## config.mk

```make
export PLATFORM = sky130hd
export DESIGN_NAME = irq_flag_reg
export DESIGN_NICKNAME = d
export VERILOG_FILES = /design/src/rtl/irqf_pkg.sv /design/src/rtl/irqf_sync.sv /design/src/rtl/irqf_pin_flag.sv /design/src/rtl/irq_flag_reg.sv
export SDC_FILE = /design/constraint.sdc
export NUM_CORES = 1
export LEC_CHECK = 0
export ABC_AREA = 1
export BUFFER_PORTS_ARGS = -buffer_cell sky130_fd_sc_hd__buf_2
export CORE_MARGIN = 5
export CORE_UTILIZATION = 50
export DETAILED_ROUTE_END_ITERATION = 6
export HOLD_SLACK_MARGIN = 0.08
export PLACE_DENSITY = 0.77
export RECOVER_POWER = 100
export SYNTH_ARGS = -nofsm -noshare
export SYNTH_HDL_FRONTEND = slang
export SYNTH_SLANG_ARGS = --single-unit
```

## constraint.sdc

```tcl
create_clock -name clk -period 0.9 [get_ports clk]
set_input_delay 0.18 -clock clk [delete_from_list [all_inputs] [get_ports clk]]
set_output_delay 0.18 -clock clk [all_outputs]
set_load 0.02 [all_outputs]
```

## src/rtl/irqf_pkg.sv

```systemverilog
package irqf_pkg;

  localparam int unsigned IRQF_PINS_DEF = 6;
  localparam int unsigned IRQF_SYNC_DEF = 2;

  typedef enum logic {
    DET_EDGE  = 1'b0,
    DET_LEVEL = 1'b1
  } irqf_det_e;

endpackage

```

## src/rtl/irqf_sync.sv

```systemverilog
module irqf_sync #(
  parameter int unsigned WIDTH  = 6,
  parameter int unsigned STAGES = 2
) (
  input  logic             clk,
  input  logic             rst,
  input  logic [WIDTH-1:0] async_i,
  output logic [WIDTH-1:0] sync_o
);

  logic [WIDTH-1:0] stage_q [STAGES];

  always_ff @(posedge clk) begin
    if (rst) begin
      for (int s = 0; s < STAGES; s++) stage_q[s] <= '0;
    end else begin
      stage_q[0] <= async_i;
      for (int s = 1; s < STAGES; s++) stage_q[s] <= stage_q[s-1];
    end
  end

  assign sync_o = stage_q[STAGES-1];

endmodule

```

## src/rtl/irqf_pin_flag.sv

```systemverilog
module irqf_pin_flag
  import irqf_pkg::*;
(
  input  logic clk,
  input  logic rst,
  input  logic sync_i,
  input  logic level_i,
  input  logic rd_i,
  input  logic wr_i,
  input  logic wbit_i,
  output logic flag_o,
  output logic marker_o,
  output logic rise_o
);

  logic      prev_q;
  irqf_det_e mode_q;
  irqf_det_e mode_w;
  logic      switch_w;
  logic      clear_w;

  assign mode_w   = level_i ? DET_LEVEL : DET_EDGE;
  assign switch_w = (mode_w == DET_LEVEL) && (mode_q == DET_EDGE);
  assign rise_o   = sync_i & ~prev_q;
  // A clearing write loses to a coincident edge.
  assign clear_w  = wr_i & ~wbit_i & marker_o & ~rise_o;

  always_ff @(posedge clk) begin
    if (rst) begin
      prev_q   <= 1'b0;
      mode_q   <= DET_EDGE;
      flag_o   <= 1'b0;
      marker_o <= 1'b0;
    end else begin
      prev_q <= sync_i;
      mode_q <= mode_w;
      if (switch_w) begin
        flag_o   <= 1'b0;
        marker_o <= 1'b0;
      end else if (mode_w == DET_LEVEL) begin
        flag_o   <= sync_i;
        marker_o <= 1'b0;
      end else begin
        if (rise_o)       flag_o <= 1'b1;
        else if (clear_w) flag_o <= 1'b0;
        if (wr_i)                marker_o <= 1'b0;
        else if (rd_i && flag_o) marker_o <= 1'b1;
      end
    end
  end

endmodule

```

## src/rtl/irq_flag_reg.sv

```systemverilog
module irq_flag_reg
  import irqf_pkg::*;
#(
  parameter int unsigned NUM_PINS    = IRQF_PINS_DEF,
  parameter int unsigned SYNC_STAGES = IRQF_SYNC_DEF,
  localparam int unsigned REG_W      = NUM_PINS + 2,
  localparam int unsigned SRC_W      = NUM_PINS + 1
) (
  input  logic                clk,
  input  logic                rst,
  input  logic                bus_rd,
  input  logic                bus_wr,
  input  logic [REG_W-1:0]    bus_wdata,
  output logic [REG_W-1:0]    bus_rdata,
  input  logic [NUM_PINS-1:0] pin_in,
  input  logic [NUM_PINS-1:0] pin_invert,
  input  logic [NUM_PINS-1:0] pin_level_mode,
  input  logic                timer_req,
  input  logic [SRC_W-1:0]    irq_en,
  output logic                irq_out
);

  logic [NUM_PINS-1:0] raw_w;
  logic [NUM_PINS-1:0] sync_s;
  logic [NUM_PINS-1:0] flag_q;
  logic [NUM_PINS-1:0] marker_q;
  logic [NUM_PINS-1:0] rise_w;
  logic                timer_q;
  logic [REG_W-1:0]    status_w;
  logic                unused_wbits;

  assign raw_w        = pin_in ^ pin_invert;
  assign unused_wbits = ^bus_wdata[REG_W-1:NUM_PINS];

  irqf_sync #(
    .WIDTH  (NUM_PINS),
    .STAGES (SYNC_STAGES)
  ) u_sync (
    .clk     (clk),
    .rst     (rst),
    .async_i (raw_w),
    .sync_o  (sync_s)
  );

  for (genvar g = 0; g < NUM_PINS; g++) begin : g_pin
    irqf_pin_flag u_flag (
      .clk      (clk),
      .rst      (rst),
      .sync_i   (sync_s[g]),
      .level_i  (pin_level_mode[g]),
      .rd_i     (bus_rd),
      .wr_i     (bus_wr),
      .wbit_i   (bus_wdata[g]),
      .flag_o   (flag_q[g]),
      .marker_o (marker_q[g]),
      .rise_o   (rise_w[g])
    );
  end

  always_ff @(posedge clk) begin
    if (rst) timer_q <= 1'b0;
    else     timer_q <= timer_req;
  end

  assign status_w = {1'b0, timer_q, flag_q};

  always_ff @(posedge clk) begin
    if (rst) begin
      bus_rdata <= '0;
      irq_out   <= 1'b0;
    end else begin
      if (bus_rd) bus_rdata <= status_w;
      irq_out <= |(status_w[SRC_W-1:0] & irq_en);
    end
  end

endmodule

```

==> impl_metrics.csv <==
group,metric,value,unit
sta,fmax,1010,MHz
synth,ys_seq_area_share,55.7,%
synth,syn_inst,201,
job,maxCapViolations,0,
sta,fin_crit,986,ps
setup_path,critPathKind,"reg -> out",
synth,synth_cell_types,14,
synth,synth.cell_area,0.00162,mm2
floorplanning,rows,20,
clock_tree,cts_buffers,5,
power_and_ir_drop,power.density,1540,mW/mm2
run_status,violations,"setup timing",
setup_path,end_kind,"output pin",
setup_path,cp_data_arrival_time,810,ps
sta,finalMaxSlewViolations,0,
worst_hold_path,hold_path.class,"in -> reg",
clock_tree,root_buffer,"clkbuf_4",
placement,placed_cells,288,
grt,first_global_vias,1311,
floorplanning,die_x,66.9,um
floorplanning,pin_count,47,
layout,area_growth,34.9,%
layout,layout_common_cells,"nand2_1 (40), dfxtp_1 (37), nor2_1 (33)",
setup_path,path_buf_inv,1,
setup_path,critPathLaunchType,"flop",
layout,nFillCells,254,
routing,drc_errors,0,
routing,via_count,1353,
clock_tree,clock-sinks,45,
run_status,status,"finished with violations",
routing,ant_nets,0,
synth,ys_ff_latch,45,
layout,seq_area,911,um2
clock_tree,clk_latency,340,ps
grt,grt_overflow,0,
sta,setup_ws,-86.0,ps
sta,hold_violations,0,
layout,drive_gt1_share,24.7,%
placement,hpwl,2120,um
setup_path,path_cells,"buf_6",
synth,yosysWarnings,0,
placement,place.gp.congestion,0.767,
routing,drt_iter0_drc,49,
sta,totalNegativeSetupSlack,-630,ps
floorplanning,initial_core_util,52.5,%
clock_tree,clk_pin_slew,120,ps
sta,fin_crit_sh,110,%
grt,grt_max_degree,18,
sta,rsz0062_at_grt,"true",
layout,layout_commonest_cell,"nand2_1",
layout,n_antenna_cell,0,
setup_path,path_delay_family,"flip-flops",
setup_path,slowest_stage,"dfxtp_2",
sta,skew,4.49,ps
grt,grt_first_pass_wirelength,5310,um
routing,wirelength,3060,um
routing,wl_per_cell,9.84,um
clock_tree,h-tree-depth,2,
grt,antenna_found_initial,0,
synth,syn_nets,239,
layout,fin_cells,311,
floorplanning,core_area,0.00308,mm2
routing,avgViaCountPerCell,4.35,
routing,dr.pass1.iters,4,
synth,syn_avg_cell_area,8.04,um2
sta,setup_violations,8,
setup_path,cp_max_fo,2,
floorplanning,dieArea,0.00447,mm2
power_and_ir_drop,ir_drop,1130,uV
power_and_ir_drop,cellLeakagePower,0.000933,uW
placement,io_buffers,43,
setup_path,slowest_delay,360,ps
clock_tree,clock_path_buffers,2,
floorplanning,die_h,66.9,um
clock_tree,cts_tree,"built",
layout,multi_input_area,569,um2
setup_path,required,720,ps
grt,grtUsageTotal,15.7,%
layout,nets,304,
layout make-up:
type,count,area share [%]
clock buffer,8,2.24
inverter,28,4.82
multi-input combinational,121,26.1
sequential,45,41.8
tap,44,2.52
timing repair buffer,65,22.5
synth_stat cells (all sizes together):
library cell  number  area, um2
buf                4       35.0
inv               28        105
nor2              35        131
conb               1       3.75
nand2             40        150
or2                1       6.26
nor3               6       60.1
clkbuf             3       11.3
o21ai             13       65.1
a21oi             19       95.1
xnor2              6       52.6
dfxtp             45        901
report_power, final:
part | leakage [uW] | switching, uW | internal [uW]
combinational | 0.000534 | 177 | 201
clock | 0.0000265 | 562 | 312
sequential | 0.000372 | 33.4 | 2070
total | 0.000933 | 773 | 2590
state kept, by name, indices dropped and copies added, names as in the netlist:
| name | flops |
|---|---|
| bus_rdata | 7 |
| g_pin.u_flag.marker_o | 6 |
| g_pin.u_flag.mode_q | 6 |
| g_pin.u_flag.flag_o | 6 |
| irq_out | 1 |
| g_pin.u_flag.prev_q | 6 |
| u_sync.stage_q | 12 |
| timer_q | 1 |
routing by layer:
metal	vias to the layer above	global-route usage [%]	part of all wire [%]
met3	2	4.22	6.1
li1	735	-	-
met2	37	27.5	48
met5	-	0	0
met4	0	6.84	0.59
met1	579	17.6	45
what timing repair did:
item / CTS / global route
setup buffers: 0 / 2
cloned: 0 / 0
setup endpoints to repair: 8 / 14
pin swaps: 0 / 6
endpoints found under the hold margin: 13 / 0
hold buffers: 19 / 0
gates resized for setup: 24 / 12
per-stage QoR:
| step | utilization, % | area, um2 | total power, uW | hold WS [ps] | setup slack [ps] |
|---|---|---|---|---|---|
| after global routing | 70.9 | 2180 | 3560 | 148 | -139 |
| final | 70.9 | 2180 | 3360 | 143 | -86.0 |
| after global placement | 61.5 | 1890 | 2450 | 382 | 11.8 |
| after detailed placement | 61.5 | 1890 | 2460 | 383 | -8.65 |
| after floorplan | - | 1620 | 2320 | 250 | 81.4 |
| after CTS | 71.2 | 2190 | 3410 | 114 | -105 |
cells by family after synthesis:
logic type	synth area share [%]
other	0.232
AOI/OAI and AO/OA	9.91
DFF	55.7
buffers and inverters	9.37
xor gates and xnor gates	3.25
and+or+nand+nor	21.5
worst paths after layout:
path         depth (start not counted)                     end                    from  slack (ps)
max                                  1            bus_rdata[3]            bus_rdata[3]         -90
min                                  3  g_pin[5].u_flag.flag_o            bus_wdata[5]         140
max reg2reg                          4  g_pin[2].u_flag.flag_o  g_pin[2].u_flag.flag_o          70
min reg2reg                          2    u_sync.stage_q[0][7]    u_sync.stage_q[0][1]         410
worst min-delay path, cell delays in order:
cell,delay (ps)
buf_2,70
o21ai_0,70
a21oi_1,130
Note: power is estimated with default switching activity, not from simulation.
